===== src/rtl/arbPkg.sv =====
package arbPkg;
  localparam int NPORT = 2;
  localparam int NBANK = 3;
  localparam int SEL_W = $clog2(NBANK);

  typedef logic [SEL_W-1:0] bankSel_t;

  // strobes from control to datapath
  typedef struct packed {
    logic [NBANK-1:0]           bankIssue;
    logic [NBANK-1:0]           bankOwner;
    logic [NPORT-1:0]           portGrant;
    bankSel_t [NPORT-1:0]       portSel;
  } strobe_t;
endpackage


===== src/rtl/addrDecode.sv =====
module addrDecode
  import arbPkg::*;
#(
  parameter int ADDR_W = 26,
  parameter int LOG0   = 22,
  parameter int LOG1   = 23,
  parameter int LOG2   = 22
) (
  input  logic [ADDR_W-1:0] addr,
  output bankSel_t          sel,
  output logic              inRange,
  output logic [ADDR_W-1:0] offset
);
  localparam int EXT_W = ADDR_W + 1;
  localparam logic [EXT_W-1:0] LIM0 = EXT_W'(1) << LOG0;
  localparam logic [EXT_W-1:0] LIM1 = LIM0 + (EXT_W'(1) << LOG1);
  localparam logic [EXT_W-1:0] LIM2 = LIM1 + (EXT_W'(1) << LOG2);
  localparam logic [ADDR_W-1:0] BASE1 = LIM0[ADDR_W-1:0];
  localparam logic [ADDR_W-1:0] BASE2 = LIM1[ADDR_W-1:0];

  logic [EXT_W-1:0]  ext;
  logic [ADDR_W-1:0] base;

  always_comb begin
    ext     = {1'b0, addr};
    sel     = '0;
    inRange = 1'b1;
    base    = '0;
    if (ext < LIM0) begin
      sel = bankSel_t'(0);
    end else if (ext < LIM1) begin
      sel  = bankSel_t'(1);
      base = BASE1;
    end else if (ext < LIM2) begin
      sel  = bankSel_t'(2);
      base = BASE2;
    end else begin
      inRange = 1'b0;
    end
    offset = inRange ? (addr - base) : '0;
  end
endmodule


===== src/rtl/bankArb.sv =====
module bankArb
  import arbPkg::*;
(
  input  logic             clk,
  input  logic             rstN,
  input  logic [NPORT-1:0] want,
  input  logic             roundRobin,
  input  logic             done,
  output logic             issue,
  output logic             owner
);
  logic busyQ, ownerQ, lastQ, winner;

  always_comb begin
    if (&want) winner = roundRobin ? ~lastQ : 1'b0;
    else       winner = want[1];
    issue = busyQ | (|want);
    owner = busyQ ? ownerQ : winner;
  end

  always_ff @(posedge clk or negedge rstN) begin
    if (!rstN) begin
      busyQ  <= 1'b0;
      ownerQ <= 1'b0;
      lastQ  <= 1'b1;
    end else if (busyQ) begin
      if (done) busyQ <= 1'b0;
    end else if (|want) begin
      lastQ  <= winner;
      ownerQ <= winner;
      busyQ  <= ~done;
    end
  end
endmodule


===== src/rtl/arbCtrl.sv =====
module arbCtrl
  import arbPkg::*;
(
  input  logic                  clk,
  input  logic                  rstN,
  input  logic                  roundRobin,
  input  logic [NPORT-1:0]      hostReq,
  input  bankSel_t [NPORT-1:0]  portSel,
  input  logic [NPORT-1:0]      portInRange,
  input  logic [NBANK-1:0]      bankDone,
  output strobe_t               strobe,
  output logic [NPORT-1:0]      hostWait,
  output logic [NPORT-1:0]      hostDone,
  output logic [NPORT-1:0]      hostErr
);
  logic [NBANK-1:0][NPORT-1:0] want;
  logic [NBANK-1:0]            issue;
  logic [NBANK-1:0]            owner;
  logic [NPORT-1:0]            grant;
  logic [NPORT-1:0]            finish;

  always_comb begin
    for (int b = 0; b < NBANK; b++)
      for (int p = 0; p < NPORT; p++)
        want[b][p] = hostReq[p] & portInRange[p] & (portSel[p] == bankSel_t'(b));
  end

  for (genvar gb = 0; gb < NBANK; gb++) begin : g_bank
    bankArb u_arb (
      .clk       (clk),
      .rstN      (rstN),
      .want      (want[gb]),
      .roundRobin(roundRobin),
      .done      (bankDone[gb]),
      .issue     (issue[gb]),
      .owner     (owner[gb])
    );
  end

  always_comb begin
    for (int p = 0; p < NPORT; p++) begin
      grant[p]  = 1'b0;
      finish[p] = 1'b0;
      for (int b = 0; b < NBANK; b++) begin
        if (want[b][p] && issue[b] && (owner[b] == p[0])) begin
          grant[p]  = 1'b1;
          finish[p] = bankDone[b];
        end
      end
      hostWait[p] = hostReq[p] & portInRange[p] & ~grant[p];
      hostErr[p]  = hostReq[p] & ~portInRange[p];
      hostDone[p] = finish[p] | hostErr[p];
    end
    strobe.bankIssue = issue;
    strobe.bankOwner = owner;
    strobe.portGrant = grant;
    strobe.portSel   = portSel;
  end
endmodule


===== src/rtl/arbDatapath.sv =====
module arbDatapath
  import arbPkg::*;
#(
  parameter int ADDR_W = 26,
  parameter int DATA_W = 32
) (
  input  strobe_t                         strobe,
  input  logic [NPORT-1:0][ADDR_W-1:0]    portOffset,
  input  logic [NBANK-1:0]                bankDone,
  input  logic [NBANK-1:0][DATA_W-1:0]    bankRdata,
  output logic [NBANK-1:0]                bankReq,
  output logic [NBANK-1:0][ADDR_W-1:0]    bankAddr,
  output logic [NPORT-1:0][DATA_W-1:0]    hostRdata
);
  always_comb begin
    bankReq = strobe.bankIssue;
    for (int b = 0; b < NBANK; b++)
      bankAddr[b] = strobe.bankIssue[b] ? portOffset[strobe.bankOwner[b]] : '0;
    for (int p = 0; p < NPORT; p++) begin
      hostRdata[p] = '0;
      for (int b = 0; b < NBANK; b++)
        if (strobe.portGrant[p] && strobe.portSel[p] == bankSel_t'(b) && bankDone[b])
          hostRdata[p] = bankRdata[b];
    end
  end
endmodule


===== src/rtl/flashBankArb.sv =====
module flashBankArb
  import arbPkg::*;
#(
  parameter int ADDR_W = 26,
  parameter int DATA_W = 32,
  parameter int LOG0   = 22,
  parameter int LOG1   = 23,
  parameter int LOG2   = 22
) (
  input  logic                          clk,
  input  logic                          rstN,
  input  logic                          roundRobin,
  input  logic [NPORT-1:0]              hostReq,
  input  logic [NPORT-1:0][ADDR_W-1:0]  hostAddr,
  output logic [NPORT-1:0]              hostWait,
  output logic [NPORT-1:0]              hostDone,
  output logic [NPORT-1:0]              hostErr,
  output logic [NPORT-1:0][DATA_W-1:0]  hostRdata,
  output logic [NBANK-1:0]              bankReq,
  output logic [NBANK-1:0][ADDR_W-1:0]  bankAddr,
  input  logic [NBANK-1:0]              bankDone,
  input  logic [NBANK-1:0][DATA_W-1:0]  bankRdata
);
  bankSel_t [NPORT-1:0]         portSel;
  logic [NPORT-1:0]             portInRange;
  logic [NPORT-1:0][ADDR_W-1:0] portOffset;
  strobe_t                      strobe;

  for (genvar gp = 0; gp < NPORT; gp++) begin : g_port
    addrDecode #(.ADDR_W(ADDR_W), .LOG0(LOG0), .LOG1(LOG1), .LOG2(LOG2)) u_dec (
      .addr   (hostAddr[gp]),
      .sel    (portSel[gp]),
      .inRange(portInRange[gp]),
      .offset (portOffset[gp])
    );
  end

  arbCtrl u_ctrl (
    .clk        (clk),
    .rstN       (rstN),
    .roundRobin (roundRobin),
    .hostReq    (hostReq),
    .portSel    (portSel),
    .portInRange(portInRange),
    .bankDone   (bankDone),
    .strobe     (strobe),
    .hostWait   (hostWait),
    .hostDone   (hostDone),
    .hostErr    (hostErr)
  );

  arbDatapath #(.ADDR_W(ADDR_W), .DATA_W(DATA_W)) u_dp (
    .strobe    (strobe),
    .portOffset(portOffset),
    .bankDone  (bankDone),
    .bankRdata (bankRdata),
    .bankReq   (bankReq),
    .bankAddr  (bankAddr),
    .hostRdata (hostRdata)
  );
endmodule


===== config.mk =====
export PLATFORM = sky130hd
export DESIGN_NAME = flashBankArb
export DESIGN_NICKNAME = d
export VERILOG_FILES = /design/src/rtl/arbPkg.sv /design/src/rtl/addrDecode.sv /design/src/rtl/bankArb.sv /design/src/rtl/arbCtrl.sv /design/src/rtl/arbDatapath.sv /design/src/rtl/flashBankArb.sv
export SDC_FILE = /design/constraint.sdc
export NUM_CORES = 1
export LEC_CHECK = 0
export BUFFER_PORTS_ARGS = -buffer_cell sky130_fd_sc_hd__buf_2
export CAP_MARGIN = 5
export CELL_PAD_IN_SITES_DETAIL_PLACEMENT = 2
export CELL_PAD_IN_SITES_GLOBAL_PLACEMENT = 2
export CORE_ASPECT_RATIO = 0.5
export CORE_MARGIN = 4
export CORE_UTILIZATION = 19
export DETAILED_ROUTE_END_ITERATION = 12
export PLACE_DENSITY_LB_ADDON = 0.15
export SETUP_SLACK_MARGIN = 0.05
export SLEW_MARGIN = 20
export SYNTH_ARGS = -nofsm -noshare
export SYNTH_HDL_FRONTEND = slang
export SYNTH_HIERARCHICAL = 1
export SYNTH_SLANG_ARGS = --single-unit

===== constraint.sdc =====
create_clock -name clk -period 3.8 [get_ports clk]
set_clock_uncertainty 0.2 [all_clocks]
set_input_delay 0.19 -clock clk [delete_from_list [all_inputs] [get_ports clk]]
set_output_delay 0.19 -clock clk [all_outputs]
set_load 0.005 [all_outputs]

==> metrics.csv, run 1 <==
metric,value,unit
max-slew violations,0,
overall power,680,uW
critical path required time,3.41,ns
static leakage,0.00311,uW
fin nets,937,
P per Cell Area,122,mW/mm2
final HPWL from detailed placement,16000,um
Worst-path clk slew,0.04,ns
RSZ-0062 raised after global routing,no,
internal power,431,uW
GRT overflow,0,
area of the mapped netlist,0.00375,mm2
Clock Latency Late Sink,0.24,ns
initial core utilization,19.3,%
I/O pin count,307,
Clock Tree Buf Depth,2,
switching power,249,uW
Logic pwr share,53.1,%
drt total wl,21200,um
final core occ,28.6,%
filler instances,2362,
Hold EP,u_ctrl/g_bank[1].u_arb/busyQ$_DFF_PN0_,
gp weighted congestion,0.793,
IO Port Bufs,306,
Max IR drop VDD,0.000124,V
FF-to-FF setup slack,2.19,ns
Tmin final,3.47,ns
setup TNS,0,ns
outcome,finished clean,
placed instance area,0.00542,mm2
core footprint,0.0194,mm2
DRT iter0 DRCs,343,
n_diodes,0,
Crit Reg-Reg Startpoint,u_ctrl/g_bank[0].u_arb/busyQ$_DFF_PN0_,
r2r worst-path depth,3,
P&R area growth vs syn,48.1,%
mux contribution to synthesized area,20.8,%
Seq cells post-synth,9,
vias post-DR,5043,
die area,0.0222,mm2
Cells on Worst Hold Path,2,
Cell variety after synth,42,
endpoints failing setup,0,
r2r endpoint,u_ctrl/g_bank[0].u_arb/busyQ$_DFF_PN0_,
Adder-Cell Fraction of Synth Area,2.40,%
crit path max fanout,16,
Syn Area/Cell,7.62,um2
Reg power frac,19.0,%
Clk pwr share,27.9,%
CP arrival,3.08,ns
layout cells sized above 1,45.0,%
setup bufs post-CTS,0,
hold slack,0.00200,ns
Root Driver,clkbuf_16,
Die X,207,um
clock sink count,9,
total of max-cap violations,0,
CTS Buf Count,3,
Final Cycle Share,91.3,%
most frequent cells in the layout,"buf_2, nor2b_1, inv_1",
wire per inst,20.4,um
Sw Share,36.6,%
design area,0.00556,mm2
largest net degree at the start of global routing,33,
gr usage total,17.5,%
Final Hold Viols,0,
element type at the critical path end,output pin,
hold wc startpoint,bankDone[1],
DR DRC count,0,
die height,107,um
synth warn,6,
FP Rows,36,
worst slew pin tran,0.860,ns
Synth Area in Compound Gates,22.1,%
Achievable Freq,0.288,GHz
CTS tree,yes,
Post-DRT Antenna Nets,0,
relative slew slack,41.2,%
Post-Synth XOR/XNOR Area,0.467,%
H-Tree Depth,1,
DRT Pass-1 Iters,8,
Post-Syn Nets,655,
"commonest non-fill, non-tap cell in the layout",buf_2,
Setup Crit Path Kind,in2out,
number of global-route vias before repair,5503,
largest family of logic cells by synthesized area,simple AND/OR/NAND/NOR gates,
Syn Inst Count,493,
initial antenna violation count,1,
"Seq/Total Area, Yosys",6.10,%
crit start category,input pin,
HP Class,in2reg,
global-route wire length before repair,31400,um
Via density,4.85,
Simple-Gate Fraction of Synth Area,31.7,%
-- power by group through the flow --
stage	Clock, uW	Combinational, uW	Sequential (uW)
after global routing	201	398	131
final	190	361	129
after floorplan	0	182	127
after detailed placement	0	359	130
after global placement	0	351	130
after CTS	192	362	129
-- cell type report --
cell class / instances / area, um2 / area share (%)
repair buffers: 324 / 1680 / 30.3
flip-flops and latches: 9 / 229 / 4.12
inverters: 79 / 297 / 5.33
multi-input cells: 358 / 2940 / 52.9
well taps: 266 / 333 / 5.99
clock buffers: 4 / 78.8 / 1.42
-- flip-flops by register name, indices dropped and copies added (netlist names) --
name,flops
u_ctrl/g_bank.u_arb/busyQ,3
u_ctrl/g_bank.u_arb/lastQ,3
u_ctrl/g_bank.u_arb/ownerQ,3
-- routing by layer --
layer	vias up	track usage, %	part of all wire [%]
li1	2353	-	-
met1	2494	22.0	42
met5	-	0	0.033
met3	16	3.22	6.8
met2	178	32.4	50
met4	2	1.60	0.80
-- cells in the mapped netlist --
| cell | n | area (um2) |
|---|---|---|
| a2111oi_0 | 2 | 17.5 |
| a211o_1 | 1 | 8.76 |
| a211oi_1 | 1 | 7.51 |
| a21boi_0 | 2 | 15.0 |
| a21o_1 | 7 | 52.6 |
| a21oi_1 | 6 | 30.0 |
| a222oi_1 | 64 | 641 |
| a311oi_1 | 1 | 8.76 |
| a31o_2 | 1 | 8.76 |
| a31oi_1 | 3 | 18.8 |
| and2_1 | 47 | 294 |
| and3_1 | 2 | 12.5 |
| and4b_1 | 4 | 40.0 |
| and4bb_4 | 2 | 32.5 |
| buf_2 | 19 | 95.1 |
| buf_4 | 9 | 67.6 |
| buf_6 | 11 | 124 |
| clkbuf_1 | 9 | 33.8 |
| dfrtp_1 | 6 | 150 |
| dfstp_2 | 3 | 78.8 |
| fa_1 | 2 | 40.0 |
| ha_1 | 4 | 50.1 |
| inv_1 | 79 | 297 |
| mux2i_1 | 78 | 781 |
| nand2_1 | 7 | 26.3 |
| nand2b_1 | 7 | 43.8 |
| nand3_1 | 4 | 20.0 |
| nand3b_1 | 1 | 7.51 |
| nand4b_1 | 3 | 26.3 |
| nand4b_2 | 1 | 15.0 |
| nor2_1 | 1 | 3.75 |
| nor2_4 | 2 | 22.5 |
| nor2b_1 | 80 | 500 |
| nor2b_4 | 3 | 41.3 |
| nor3_1 | 10 | 50.1 |
| nor4_1 | 2 | 12.5 |
| o21bai_1 | 1 | 7.51 |
| o22ai_1 | 1 | 6.26 |
| o32ai_1 | 1 | 8.76 |
| or3_4 | 3 | 33.8 |
| or4_1 | 1 | 7.51 |
| xnor2_1 | 2 | 17.5 |
-- worst max-delay path, stage by stage --
cell and delay (ns):
buf_2 0.14, xnor2_1 0.14, nor3_2 0.22, buf_4 0.22, nand4b_2 0.14, inv_1 0.13
nand2b_1 0.06, a21oi_1 0.17, a21o_2 0.19, nand2_1 0.07, o22ai_1 0.20, a31o_2 0.22
and4bb_2 0.58, a222oi_1 0.20, inv_1 0.09, buf_2 0.11
-- kinds of logic after synthesis --
logic type,after synthesis
flip-flops,9
AO/OA/AOI/OAI,91
XOR/XNOR,2
multiplexers,78
AND/OR/NAND/NOR,180
buffers and inverters,127
adder cells (fa/ha/maj),6
-- per-stage QoR --
step / std cells / worst slack (ns)
6_report: 1040 / 0.330
5_1_grt: 1040 / 0.101
2_1_floorplan: 493 / 0.897
3_3_place_gp: 1033 / 0.201
4_1_cts: 1038 / 0.195
3_5_place_dp: 1033 / 0.232
-- worst max-delay path by stage --
stage	start	to	cells after the start
floorplan	hostAddr[48]	hostRdata[10]	13
global placement	hostAddr[49]	hostRdata[57]	16
detailed placement	hostAddr[49]	hostRdata[61]	16
CTS	hostAddr[49]	hostRdata[61]	16
global route	hostAddr[23]	hostRdata[29]	15
finish	hostAddr[49]	hostRdata[44]	16
-- repair_timing --
action	in CTS	in global routing
hold endpoints to repair	9	1
hold buffers	1	1
setup endpoints to repair	0	64
resized for setup	0	7
Note: power is estimated with default switching activity, not from simulation.
==> inputs of run 2 (changes only) <==
--- a/config.mk
+++ b/config.mk
@@ -11,7 +11,7 @@
 export CELL_PAD_IN_SITES_GLOBAL_PLACEMENT = 2
 export CORE_ASPECT_RATIO = 0.5
 export CORE_MARGIN = 4
-export CORE_UTILIZATION = 19
+export CORE_UTILIZATION = 21
 export DETAILED_ROUTE_END_ITERATION = 12
 export PLACE_DENSITY_LB_ADDON = 0.15
 export SETUP_SLACK_MARGIN = 0.05
==> constraint.sdc (replaced) <==
create_clock -name clk -period 4.1 [get_ports clk]
set_clock_uncertainty 0.2 [all_clocks]
set_input_delay 0.205 -clock clk [delete_from_list [all_inputs] [get_ports clk]]
set_output_delay 0.205 -clock clk [all_outputs]
set_load 0.005 [all_outputs]
==> metrics.csv, run 2 (synthesized netlist as in run 1, its figures left out) <==
metric,value,unit,change
largest net degree at the start of global routing,35,,+6.1%
DRT iter0 DRCs,351,,+2.3%
CTS Buf Count,3,,unchanged
crit path max fanout,32,,+16
element type at the critical path end,output pin,,
fin nets,931,,-0.64%
flip-flop and latch area,229,um2,unchanged
vias post-DR,5016,,-0.54%
Max IR drop VDD,0.0000928,V,-25%
DR DRC count,0,,unchanged
Max stage delay on crit path,0.54,ns,-0.04 ns
core footprint,0.0174,mm2,-10%
relative slew slack,40.8,%,-0.39 points
total of max-cap violations,0,,unchanged
CP arrival,3.27,ns,+0.19 ns
layout cells sized above 1,44.3,%,-0.69 points
drt total wl,20000,um,-5.6%
"commonest non-fill, non-tap cell in the layout",buf_2,,
CP Launch Point,hostAddr[51],,
HP Class,in2reg,,
P per Cell Area,114,mW/mm2,-6.8%
initial core utilization,21.5,%,+2.2 points
r2r worst-path depth,2,,-1
Worst path depth,14,,-2
Achievable Freq,0.272,GHz,
clock sink count,9,,unchanged
H-Tree Depth,1,,unchanged
RSZ-0062 raised after global routing,no,,
gp weighted congestion,0.792,,-0.13%
FF-to-FF setup slack,2.60,ns,+0.41 ns
critical-path cell list,buf_2 -> nor2_4 -> and3_1 -> nand4b_2 -> inv_1 -> or3_4 -> nand2_1 -> o22ai_1 -> a31o_2 -> and4b_1 -> buf_4 -> a222oi_1 -> inv_1 -> buf_2,,
gr usage total,18.2,%,+0.74 points
r2r endpoint,u_ctrl/g_bank[0].u_arb/busyQ$_DFF_PN0_,,
outcome,finished clean,,
Clock Latency Late Sink,0.23,ns,about the same
Root Driver,clkbuf_16,,
Post-DRT Antenna Nets,0,,unchanged
static leakage,0.00308,uW,-1.0%
max-slew violations,0,,unchanged
P&R area growth vs syn,45.1,%,
Final Hold Viols,0,,unchanged
wire per inst,20.0,um,-2.1%
CP endpoint,hostRdata[63],,
setup TNS,0,ns,unchanged
Via density,5.01,,+3.2%
worst slew pin tran,0.866,ns,+0.00576 ns
endpoints failing setup,0,,unchanged
most frequent cells in the layout,"buf_2, nor2b_1, inv_1",,
IO Port Bufs,306,,unchanged
GRT overflow,0,,unchanged
global-route wire length before repair,30200,um,-4.0%
n_diodes,0,,unchanged
Clock Tree Buf Depth,2,,unchanged
die area,0.0202,mm2,-9.0%
final core occ,31.2,%,+2.6 points
DRT Pass-1 Iters,8,,unchanged
filler instances,2160,,-8.6%
Die X,197,um,-4.7%
Tmin final,3.68,ns,
die height,103,um,-4.5%
multi-input logic area,0.00292,mm2,-0.68%
setup bufs post-CTS,0,,unchanged
final HPWL from detailed placement,15200,um,-5.1%
Finished Layout Cells,1002,,-3.7%
Worst-path clk slew,0.04,ns,about the same
number of global-route vias before repair,5378,,-2.3%
Largest regs,"u_ctrl/g_bank.u_arb/busyQ (3), u_ctrl/g_bank.u_arb/lastQ (3), u_ctrl/g_bank.u_arb/ownerQ (3)",,
initial antenna violation count,1,,unchanged
crit start category,input pin,,
critical path required time,3.69,ns,+0.28 ns
FP Rows,34,,-5.6%
CP bufs+invs,5,,unchanged
Crit-path slowest cell,or3_4,,
Crit Reg-Reg Startpoint,u_ctrl/g_bank[0].u_arb/busyQ$_DFF_PN0_,,
I/O pin count,307,,unchanged
Placed Cells,997,,-3.5%
Setup Crit Path Kind,in2out,,
Final Cycle Share,89.7,%,
CTS tree,yes,,
hold slack,0.0187,ns,+0.0167 ns
cell class contributing the biggest share of worst-path delay,simple AND/OR/NAND/NOR gates,,
[run 2: what timing repair did]
item	CTS	global route
gates resized for setup	0	1
hold endpoints to repair	9	0
endpoints found under the setup margin	0	32
hold buffers	1	0
[run 2: worst min-delay path by stage]
stage | startpoint | end | slack (ns) | cells past startpoint
CTS | bankDone[2] | u_ctrl/g_bank[2].u_arb/busyQ$_DFF_PN0_ | 0.02 | 2
finish | bankDone[2] | u_ctrl/g_bank[2].u_arb/busyQ$_DFF_PN0_ | 0.02 | 2
floorplan | rstN | u_ctrl/g_bank[0].u_arb/busyQ$_DFF_PN0_ | -0.29 | 0
detailed placement | rstN | u_ctrl/g_bank[1].u_arb/busyQ$_DFF_PN0_ | -0.12 | 1
global route | bankDone[2] | u_ctrl/g_bank[2].u_arb/busyQ$_DFF_PN0_ | 0.02 | 2
global placement | rstN | u_ctrl/g_bank[1].u_arb/busyQ$_DFF_PN0_ | -0.12 | 1
[run 2: report_power, final]
part           leakage [uW]  total [uW]  switching, uW  internal [uW]
clock network     0.0000382         173           42.9            130
registers          0.000109         121           9.64            111
logic               0.00293         327            173            155
[run 2: stage by stage]
stage	cell area (um2)	setup slack, ns	total power, uW
finish	5450	0.421	621
CTS	5440	0.380	628
floorplan	3750	1.17	287
global placement	5350	0.435	442
detailed placement	5350	0.372	448
global route	5450	0.171	670
[run 2: layer usage]
layer / track usage [%] / share of wire [%] / vias up
met5: 0 / 0.035 / -
met4: 1.33 / 0.50 / 2
met3: 3.40 / 6.6 / 10
met2: 33.9 / 50 / 192
met1: 23.3 / 43 / 2469
li1: - / - / 2343
[run 2: final cells by class]
class / instances / share of cell area, %
Sequential cell: 9 / 4.20
Multi-Input combinational cell: 357 / 53.6
Tap cell: 234 / 5.37
Inverter: 79 / 5.44
Timing Repair Buffer: 319 / 29.9
Clock buffer: 4 / 1.45
==> inputs of run 3 (changes only) <==
--- a/config.mk
+++ b/config.mk
@@ -9,13 +9,12 @@
 export CAP_MARGIN = 5
 export CELL_PAD_IN_SITES_DETAIL_PLACEMENT = 2
 export CELL_PAD_IN_SITES_GLOBAL_PLACEMENT = 2
-export CORE_ASPECT_RATIO = 0.5
 export CORE_MARGIN = 4
 export CORE_UTILIZATION = 21
 export DETAILED_ROUTE_END_ITERATION = 12
 export PLACE_DENSITY_LB_ADDON = 0.15
 export SETUP_SLACK_MARGIN = 0.05
-export SLEW_MARGIN = 20
+export SLEW_MARGIN = 15
 export SYNTH_ARGS = -nofsm -noshare
 export SYNTH_HDL_FRONTEND = slang
 export SYNTH_HIERARCHICAL = 1
==> metrics.csv, run 3 (synthesized netlist as in run 1, its figures left out) <==
metric,value,unit,change
core footprint,0.0174,mm2,-0.14%
most frequent cells in the layout,"buf_2, nor2b_1, inv_1",,
multi-input logic area,0.00293,mm2,+0.34%
die height,142,um,+38%
setup bufs post-CTS,0,,unchanged
FP Rows,48,,+41%
Logic pwr share,52.4,%,-0.3 points
Largest regs,"u_ctrl/g_bank.u_arb/busyQ (3), u_ctrl/g_bank.u_arb/lastQ (3), u_ctrl/g_bank.u_arb/ownerQ (3)",,
hold slack,0.00759,ns,-0.0111 ns
CP bufs+invs,5,,unchanged
outcome,finished clean,,
drt total wl,20900,um,+4.2%
IO Port Bufs,306,,unchanged
H-Tree Depth,1,,unchanged
r2r endpoint,u_ctrl/g_bank[0].u_arb/busyQ$_DFF_PN0_,,
global-route wire length before repair,31700,um,+5.1%
Hold EP,u_ctrl/g_bank[0].u_arb/busyQ$_DFF_PN0_,,
HP Class,in2reg,,
DR DRC count,0,,unchanged
gp weighted congestion,0.817,,+3.1%
I/O pin count,307,,unchanged
DRT iter0 DRCs,399,,+14%
max-slew violations,0,,unchanged
pre-CTS setup slack,0.261,ns,-0.110 ns
Clock Tree Buf Depth,2,,unchanged
cell class contributing the biggest share of worst-path delay,simple AND/OR/NAND/NOR gates,,
critical-path cell list,buf_2 -> nor2_4 -> and3_1 -> nand4b_1 -> inv_1 -> or3_4 -> nand2_1 -> o22ai_1 -> a31o_2 -> and4b_1 -> buf_4 -> a222oi_1 -> inv_1 -> buf_2,,
CTS tree,yes,,
Sw Share,37.1,%,+0.83 points
critical path required time,3.69,ns,about the same
initial antenna violation count,3,,+2
Cells on Worst Hold Path,2,,unchanged
Setup Crit Path Kind,in2out,,
placed instance area,0.00536,mm2,about the same
vias post-DR,5030,,+0.28%
RSZ-0062 raised after global routing,no,,
Clock Latency Late Sink,0.24,ns,about the same
"commonest non-fill, non-tap cell in the layout",buf_2,,
Final Cycle Share,90.9,%,+1.1 points
switching power,234,uW,+3.9%
worst slew pin tran,1.08,ns,+0.213 ns
clock sink count,9,,unchanged
static leakage,0.00310,uW,+0.47%
Worst-path clk slew,0.04,ns,about the same
initial core utilization,21.6,%,+0.031 points
setup slack after layout,0.374,ns,-0.0469 ns
FF-to-FF setup slack,2.61,ns,about the same
Max stage delay on crit path,0.51,ns,-0.03 ns
Crit-path slowest cell,or3_4,,
fin nets,933,,+0.21%
crit start category,input pin,,
setup TNS,0,ns,unchanged
gr usage total,19.4,%,+1.2 points
DRT Pass-1 Iters,8,,unchanged
largest net degree at the start of global routing,35,,unchanged
filler instances,2125,,-1.6%
Final Hold Viols,0,,unchanged
final HPWL from detailed placement,16400,um,+8.4%
Achievable Freq,0.268,GHz,-1.3%
number of global-route vias before repair,5682,,+5.7%
P per Cell Area,115,mW/mm2,+1.3%
die area,0.0201,mm2,-0.64%
Reg power frac,19.2,%,-0.2 points
P&R area growth vs syn,45.5,%,
flip-flop and latch area,229,um2,unchanged
Crit Reg-Reg Startpoint,u_ctrl/g_bank[0].u_arb/busyQ$_DFF_PN0_,,
Post-DRT Antenna Nets,0,,unchanged
Die X,142,um,-28%
internal power,397,uW,+0.23%
layout cells sized above 1,44.5,%,+0.27 points
GRT overflow,0,,unchanged
design area,0.00546,mm2,+0.30%
endpoints failing setup,0,,unchanged
element type at the critical path end,output pin,,
wire per inst,21.0,um,+4.8%
CTS Buf Count,3,,unchanged
r2r worst-path depth,2,,unchanged
Via density,5.05,,+0.88%
total of max-cap violations,0,,unchanged
relative slew slack,26.2,%,-15 points
Root Driver,clkbuf_16,,
crit path max fanout,32,,unchanged
Max IR drop VDD,0.000139,V,+50%
CP arrival,3.32,ns,+0.05 ns
Tmin final,3.73,ns,+0.0469 ns
Clk pwr share,28.4,%,+0.5 points
Placed Cells,990,,-0.70%
hold wc startpoint,bankDone[0],,
Finished Layout Cells,996,,-0.60%
run 3: power by group through the flow:
stage	clock network (uW)	registers [uW]	logic, uW
finish	179	121	330
floorplan	0	118	169
CTS	183	121	333
global placement	0	119	316
detailed placement	0	121	332
global route	189	123	364
run 3: layer usage:
metal	vias up	wire [um]	part of all wire [%]	GRT usage [%]
li1	2350	-	-	-
met1	2443	8010	38	21.4
met2	205	11000	53	37.8
met3	28	1430	6.8	4.48
met4	4	384	1.8	3.69
met5	-	27	0.13	0
run 3: how the worst max path moves through the flow:
stage          slack, ns    startpoint  cells past startpoint       endpoint
3_3_place_gp        0.41  hostAddr[23]                     14  hostRdata[30]
6_report            0.37  hostAddr[25]                     14  hostRdata[33]
4_1_cts             0.23  hostAddr[23]                     14  hostRdata[16]
2_1_floorplan       1.17  hostAddr[48]                     13  hostRdata[10]
3_5_place_dp        0.26  hostAddr[23]                     14  hostRdata[27]
5_1_grt             0.05  hostAddr[25]                     14  hostRdata[33]
run 3: repair_timing:
item,in CTS,in global routing
endpoints found under the hold margin,9,0
gates resized for setup,0,3
setup endpoints to repair,0,64
hold buffers,1,0
run 3: metrics by stage:
| step | util [%] | total power [uW] |
|---|---|---|
| 2_1_floorplan | - | 287 |
| 3_3_place_gp | 30.8 | 435 |
| 3_5_place_dp | 30.8 | 452 |
| 4_1_cts | 31.3 | 637 |
| 5_1_grt | 31.4 | 676 |
| 6_report | 31.4 | 630 |
run 3: area by class of cell:
type	count	share of cell area, %
diodes	1	0.0458
clock buffers	4	1.44
inverters	79	5.43
multi-input cells	357	53.6
flip-flops and latches	9	4.19
well taps	225	5.15
repair buffers	321	30.1
